==> src/rtl/segdac_pkg.sv <==
package segdac_pkg;
    // Number of unary lines a thermometer decoder needs for a w-bit field.
    function automatic int unsigned therm_lines(input int unsigned w);
        return (1 << w) - 1;
    endfunction
endpackage

==> src/rtl/segdac_in_stage.sv <==
module segdac_in_stage #(
    parameter int W  = 10,
    parameter bit EN = 1'b0
) (
    input  logic         clk,
    input  logic         rst_n,
    input  logic         valid_i,
    input  logic [W-1:0] code_i,
    output logic         valid_o,
    output logic [W-1:0] code_o
);
    generate
        if (EN) begin : g_reg
            typedef struct packed {
                logic         vld;
                logic [W-1:0] code;
            } stage_t;
            stage_t st_d, st_q;

            always_comb begin
                st_d.vld  = valid_i;
                st_d.code = code_i;
            end

            always_ff @(posedge clk) begin
                if (!rst_n) st_q <= '0;
                else        st_q <= st_d;
            end

            assign valid_o = st_q.vld;
            assign code_o  = st_q.code;
        end else begin : g_bypass
            logic unused_clk;
            assign unused_clk = clk ^ rst_n;
            assign valid_o    = valid_i;
            assign code_o     = code_i;
        end
    endgenerate
endmodule

==> src/rtl/segdac_therm_dec.sv <==
module segdac_therm_dec #(
    parameter int IN_W = 6,
    localparam int LINES = int'(segdac_pkg::therm_lines(IN_W))
) (
    input  logic [IN_W-1:0]  seg_i,
    output logic [LINES-1:0] therm_o
);
    // Line k lights when the field value exceeds k.
    for (genvar k = 0; k < LINES; k++) begin : g_line
        assign therm_o[k] = (int'(seg_i) > k);
    end
endmodule

==> src/rtl/segdac_switch_decoder.sv <==
module segdac_switch_decoder #(
    parameter int MSB_W  = 6,
    parameter int MID_W  = 2,
    parameter int LSB_W  = 2,
    parameter bit IN_REG = 1'b0,
    localparam int CODE_W = MSB_W + MID_W + LSB_W,
    localparam int MSB_L  = int'(segdac_pkg::therm_lines(MSB_W)),
    localparam int MID_L  = int'(segdac_pkg::therm_lines(MID_W))
) (
    input  logic              clk,
    input  logic              rst_n,
    input  logic              valid_i,
    input  logic [CODE_W-1:0] code_i,
    output logic [MSB_L-1:0]  msb_therm_o,
    output logic [MID_L-1:0]  mid_therm_o,
    output logic [LSB_W-1:0]  lsb_bin_o
);
    localparam int MID_LO = LSB_W;
    localparam int MSB_LO = LSB_W + MID_W;

    typedef struct packed {
        logic [MSB_L-1:0] msb;
        logic [MID_L-1:0] mid;
        logic [LSB_W-1:0] lsb;
    } sw_t;

    logic              vld_s;
    logic [CODE_W-1:0] code_s;
    logic [MSB_L-1:0]  msb_dec;
    logic [MID_L-1:0]  mid_dec;
    sw_t               sw_d, sw_q;

    segdac_in_stage #(.W(CODE_W), .EN(IN_REG)) u_in (
        .clk     (clk),
        .rst_n   (rst_n),
        .valid_i (valid_i),
        .code_i  (code_i),
        .valid_o (vld_s),
        .code_o  (code_s)
    );

    segdac_therm_dec #(.IN_W(MSB_W)) u_msb_dec (
        .seg_i   (code_s[MSB_LO +: MSB_W]),
        .therm_o (msb_dec)
    );

    // Middle decoder sees only its own field.
    segdac_therm_dec #(.IN_W(MID_W)) u_mid_dec (
        .seg_i   (code_s[MID_LO +: MID_W]),
        .therm_o (mid_dec)
    );

    always_comb begin
        sw_d = sw_q;
        if (vld_s) begin
            sw_d.msb = msb_dec;
            sw_d.mid = mid_dec;
            sw_d.lsb = code_s[LSB_W-1:0];
        end
    end

    // One common retiming register for every switch line.
    always_ff @(posedge clk) begin
        if (!rst_n) sw_q <= '0;
        else        sw_q <= sw_d;
    end

    assign msb_therm_o = sw_q.msb;
    assign mid_therm_o = sw_q.mid;
    assign lsb_bin_o   = sw_q.lsb;
endmodule

==> config.mk <==
export PLATFORM = sky130hd
export DESIGN_NAME = segdac_switch_decoder
export DESIGN_NICKNAME = d
export VERILOG_FILES = /design/src/rtl/segdac_pkg.sv /design/src/rtl/segdac_in_stage.sv /design/src/rtl/segdac_therm_dec.sv /design/src/rtl/segdac_switch_decoder.sv
export SDC_FILE = /design/constraint.sdc
export NUM_CORES = 1
export LEC_CHECK = 0
export ABC_AREA = 1
export BUFFER_PORTS_ARGS = -buffer_cell sky130_fd_sc_hd__buf_2
export CAP_MARGIN = 20
export CELL_PAD_IN_SITES_DETAIL_PLACEMENT = 0
export CELL_PAD_IN_SITES_GLOBAL_PLACEMENT = 2
export CORE_UTILIZATION = 30
export CTS_CLUSTER_DIAMETER = 30
export DETAILED_ROUTE_END_ITERATION = 7
export GPL_ROUTABILITY_DRIVEN = 0
export PLACE_DENSITY = 0.92
export SYNTH_ARGS = -nofsm -noshare
export SYNTH_HDL_FRONTEND = slang
export SYNTH_SLANG_ARGS = --single-unit
==> constraint.sdc <==
create_clock -name clk -period 2.5 [get_ports clk]
set_clock_uncertainty 0.1 [all_clocks]
set_input_delay 0.25 -clock clk [delete_from_list [all_inputs] [get_ports clk]]
set_output_delay 0.25 -clock clk [all_outputs]
set_load 0.05 [all_outputs]
Word level (Yosys, flattened, before mapping)

Cells that the tools add are included.

Bits in registers: 68
Input port bits: 13

Order comparisons: 66

Operators by type and width:

| operator             | number |
|---|---|
| $gt A6 B6 Y1 const B | 31 |
| $gt A6 B5 Y1 const B | 16 |
| $gt A6 B4 Y1 const B | 8 |
| $gt A6 B3 Y1 const B | 4 |
| $gt A6 B1 Y1 const B | 2 |
| $gt A6 B2 Y1 const B | 2 |
| $gt A2 B1 Y1 const B | 2 |
| $gt A2 B2 Y1 const B | 1 |

Logic depth before layout (Yosys ltp)

Word-level depth: 1
Depth in mapped cells: 8
Gate-level depth less buffers: 7

Hierarchy

Synthesis repeated with hierarchy kept, for this count alone.

Cells, all modules: 582
Area, all modules: 3554.7 um^2

Modules (own cells, without submodules):

| module                       | instances | cells an instance | area each (um^2) |
|---|---|---|---|
| segdac_switch_decoder        | 1         | 431               | 2793.9 |
| segdac_therm_dec (u_msb_dec) | 1         | 134               | 655.6 |
| segdac_in_stage              | 1         | 11                | 82.6 |
| segdac_therm_dec (u_mid_dec) | 1         | 6                 | 22.5 |

Least setup slack after synthesis

OpenSTA, ideal clock, no wires.

Kind: input port to flip-flop
Start point: input code_i[7]
End point: register sw_q, in the netlist msb_therm_o[52]
Library setup time: 132 ps
Arrival time: 887 ps
Data required time: 2268 ps
Setup slack: 1381 ps
Stages: 7
Path buffers: 1
Cell sequence: buf_4 inv_2 nand2_2 inv_1 nand2_1 o21ai_1 a21oi_1

Longest elaborated chain between the ends: 1

RTL lines:

| item                 | line                        | source |
|---|---|---|
| from (decl)          | segdac_switch_decoder.sv:13 | `input logic [CODE_W-1:0] code_i,` |
| $gt A6 B6 Y1         | segdac_therm_dec.sv:10      | `assign therm_o[k] = (int'(seg_i) > k);` |
| to (signal assigned) | segdac_switch_decoder.sv:65 | `else sw_q <= sw_d;` |
| to (decl)            | segdac_switch_decoder.sv:31 | `sw_t sw_d, sw_q;` |

No other way between the ends.
A chain may end at the register's enable or synchronous reset.

Worst setup path after layout

Start point: register sw_q, in the netlist msb_therm_o[32]
End point: output msb_therm_o[32]

RTL lines:

| item      | line                        | source |
|---|---|---|
| to (decl) | segdac_switch_decoder.sv:14 | `output logic [MSB_L-1:0] msb_therm_o,` |

No word-level cell between the ends.

==> run metrics <==
CTS buffer count 9; layout cells sized above 1 0.273; Period minus WS final 1360 ps; FP Rows 35; final hold violations 0; crit path cell chain buf_2; synthesized area per cell 7.27 µm²; Cell Area, Placed 3430 µm²; core area 9420 µm²; initial antenna violation count 0; FF+latch count, synth 68; Area Growth Syn to Fin 21.9%; clock sinks 68; WL final 8830 µm; # IOs 81; Seq/Total Area, Yosys 0.459; drt first-iter violations 219; hold buffers post-CTS 0; slowest stage delay, CP 380 ps; DR DRC count 0; TNS Setup 0 ps; Fmax 0.736 GHz; Max-slew headroom 0.604; Via density 4.73; CTS tree done; DPL Wire Length 6460 µm; leading area contributor after synthesis dfxtp_1; Pwr Total 0.00257 W; mux cell area share after synthesis 0; run status completed; GR Overflow Total 0; adder-cell share of the synthesized area 0; Cell variety after synth 24; Worst EP required 2150 ps; Synth area leaders dfxtp_1, nand2_1, a21oi_1; fin nets 493; Setup WS post-layout 1140 ps; CP Class register to primary output; via count 2902; I/O Buffers 80; unrepaired setup endpoints after global routing false; Leakage 1.72 nW; largest family of logic cells by synthesized area simple AND/OR/NAND/NOR gates; die area 10300 µm²; post-route insts no fill 613; Post-Synthesis Cells 408; router iterations before antenna repair 4; most frequent cells in the layout nand2_1, buf_2, dfxtp_1; crit path max-delay cell type dfxtp_1; GR Util All Layers 0.179; Syn. warnings 0; Resized Gates After CTS 0; Net Count, Synth 421; crit path capture type primary output; Root Driver clkbuf_8; largest net degree at the start of global routing 55; multi-input logic area 1350 µm²; Placed Cells 598; xor and xnor area share after synthesis 0; Post-DRT Antenna Nets 0; WP buf/inv 1; Compound-Gate Fraction of Synth Area 0.154; max_cap viols 0; commonest non-fill, non-tap cell in the layout nand2_1; clk buf depth 2; vias in the first global route 2757; area share of the largest cell type after synthesis 0.459; first-pass GRT wire length 13900 µm; H-tree depth 3; register area 1360 µm²; PwrDens 711 nW/µm²; buffer count from post-CTS setup fixing 0; Diodes inserted 0; Reg clk slew, reported paths 70 ps; wire length per cell 14.4 µm; Slew @ Worst Pin 594 ps; starting density of the core 0.315; HP Class input port to register; Final setup viols 0; worst slack at placement 918 ps; mapped cell area 2970 µm²; post-layout instance area 3610 µm²; Fillers 1043; Die Ht 101 µm; cell family with most CP delay flip-flops; Crit Path Max Fanout 2; Die X 101 µm; Tcrit/Tclk final 0.543; fin. max-slew vios 0; simple-gate share of the synthesized area 0.300; Peak VDD IR 216 µV; Critical Path Source Type register; Arrival @ worst endpoint 1010 ps; worst-skew pair later-pin latency 340 ps
-- cells in the mapped netlist (all sizes together) --
cell,n
a31oi,2
nor3,1
a21oi,56
dfxtp,68
inv,32
nand3,24
o211ai,3
buf,16
o21ai,26
nand3b,2
nand2,112
nor2,59
clkbuf,7
-- where the power goes --
part           internal (W)  total, W  leakage [nW]  switching (W)
Clock              0.000462  0.000854        0.0986       0.000392
Sequential          0.00115   0.00118         0.561      0.0000312
Combinational      0.000116  0.000538          1.06       0.000422
Total               0.00172   0.00257          1.72       0.000844
-- cells by family after synthesis --
family | count (synthesis)
AO/OA/AOI/OAI | 87
flip-flops | 68
buffers and inverters | 55
AND/OR/NAND/NOR | 198
-- tightest hold or removal path: stages --
cell	delay (ps)
buf_2	70
nor2_1	30
nor2_1	90
-- metrics by stage --
stage	hold WS [ps]	util
floorplan	285	-
global placement	351	0.364
detailed placement	354	0.364
CTS	24.5	0.384
global route	53.5	0.384
finish	40.5	0.384
-- layer usage --
metal | share of wire | wire length, µm | vias up | track usage
li1 | - | - | 1449 | -
met1 | 0.48 | 4240 | 1338 | 0.241
met2 | 0.44 | 3910 | 104 | 0.275
met3 | 0.064 | 569 | 11 | 0.0414
met4 | 0.012 | 104 | 0 | 0.0736
met5 | 0 | 0 | - | 0
-- registers in the layout (all words and copies together), names as in the netlist --
name,count
lsb_bin_o,2
mid_therm_o,3
msb_therm_o,63
-- final cells by class --
type                            instances  area share
Tap cell                              129      0.0447
Timing Repair Buffer                   84       0.119
Clock inverter                          1     0.00138
Inverter                               32      0.0353
Multi-Input combinational cell        285       0.372
Clock buffer                           14      0.0505
Sequential cell                        68       0.377
-- final timing paths --
path / from / end / slack (ps) / cells after the start
worst max-delay path: msb_therm_o[32] / msb_therm_o[32] / 1140 / 1
worst min-delay path: code_i[0] / lsb_bin_o[0] / 40 / 3
worst max register to register: msb_therm_o[41] / msb_therm_o[41] / 1710 / 4
worst min register to register: mid_therm_o[0] / mid_therm_o[0] / 360 / 2
Power figures use the tool's default switching activity.
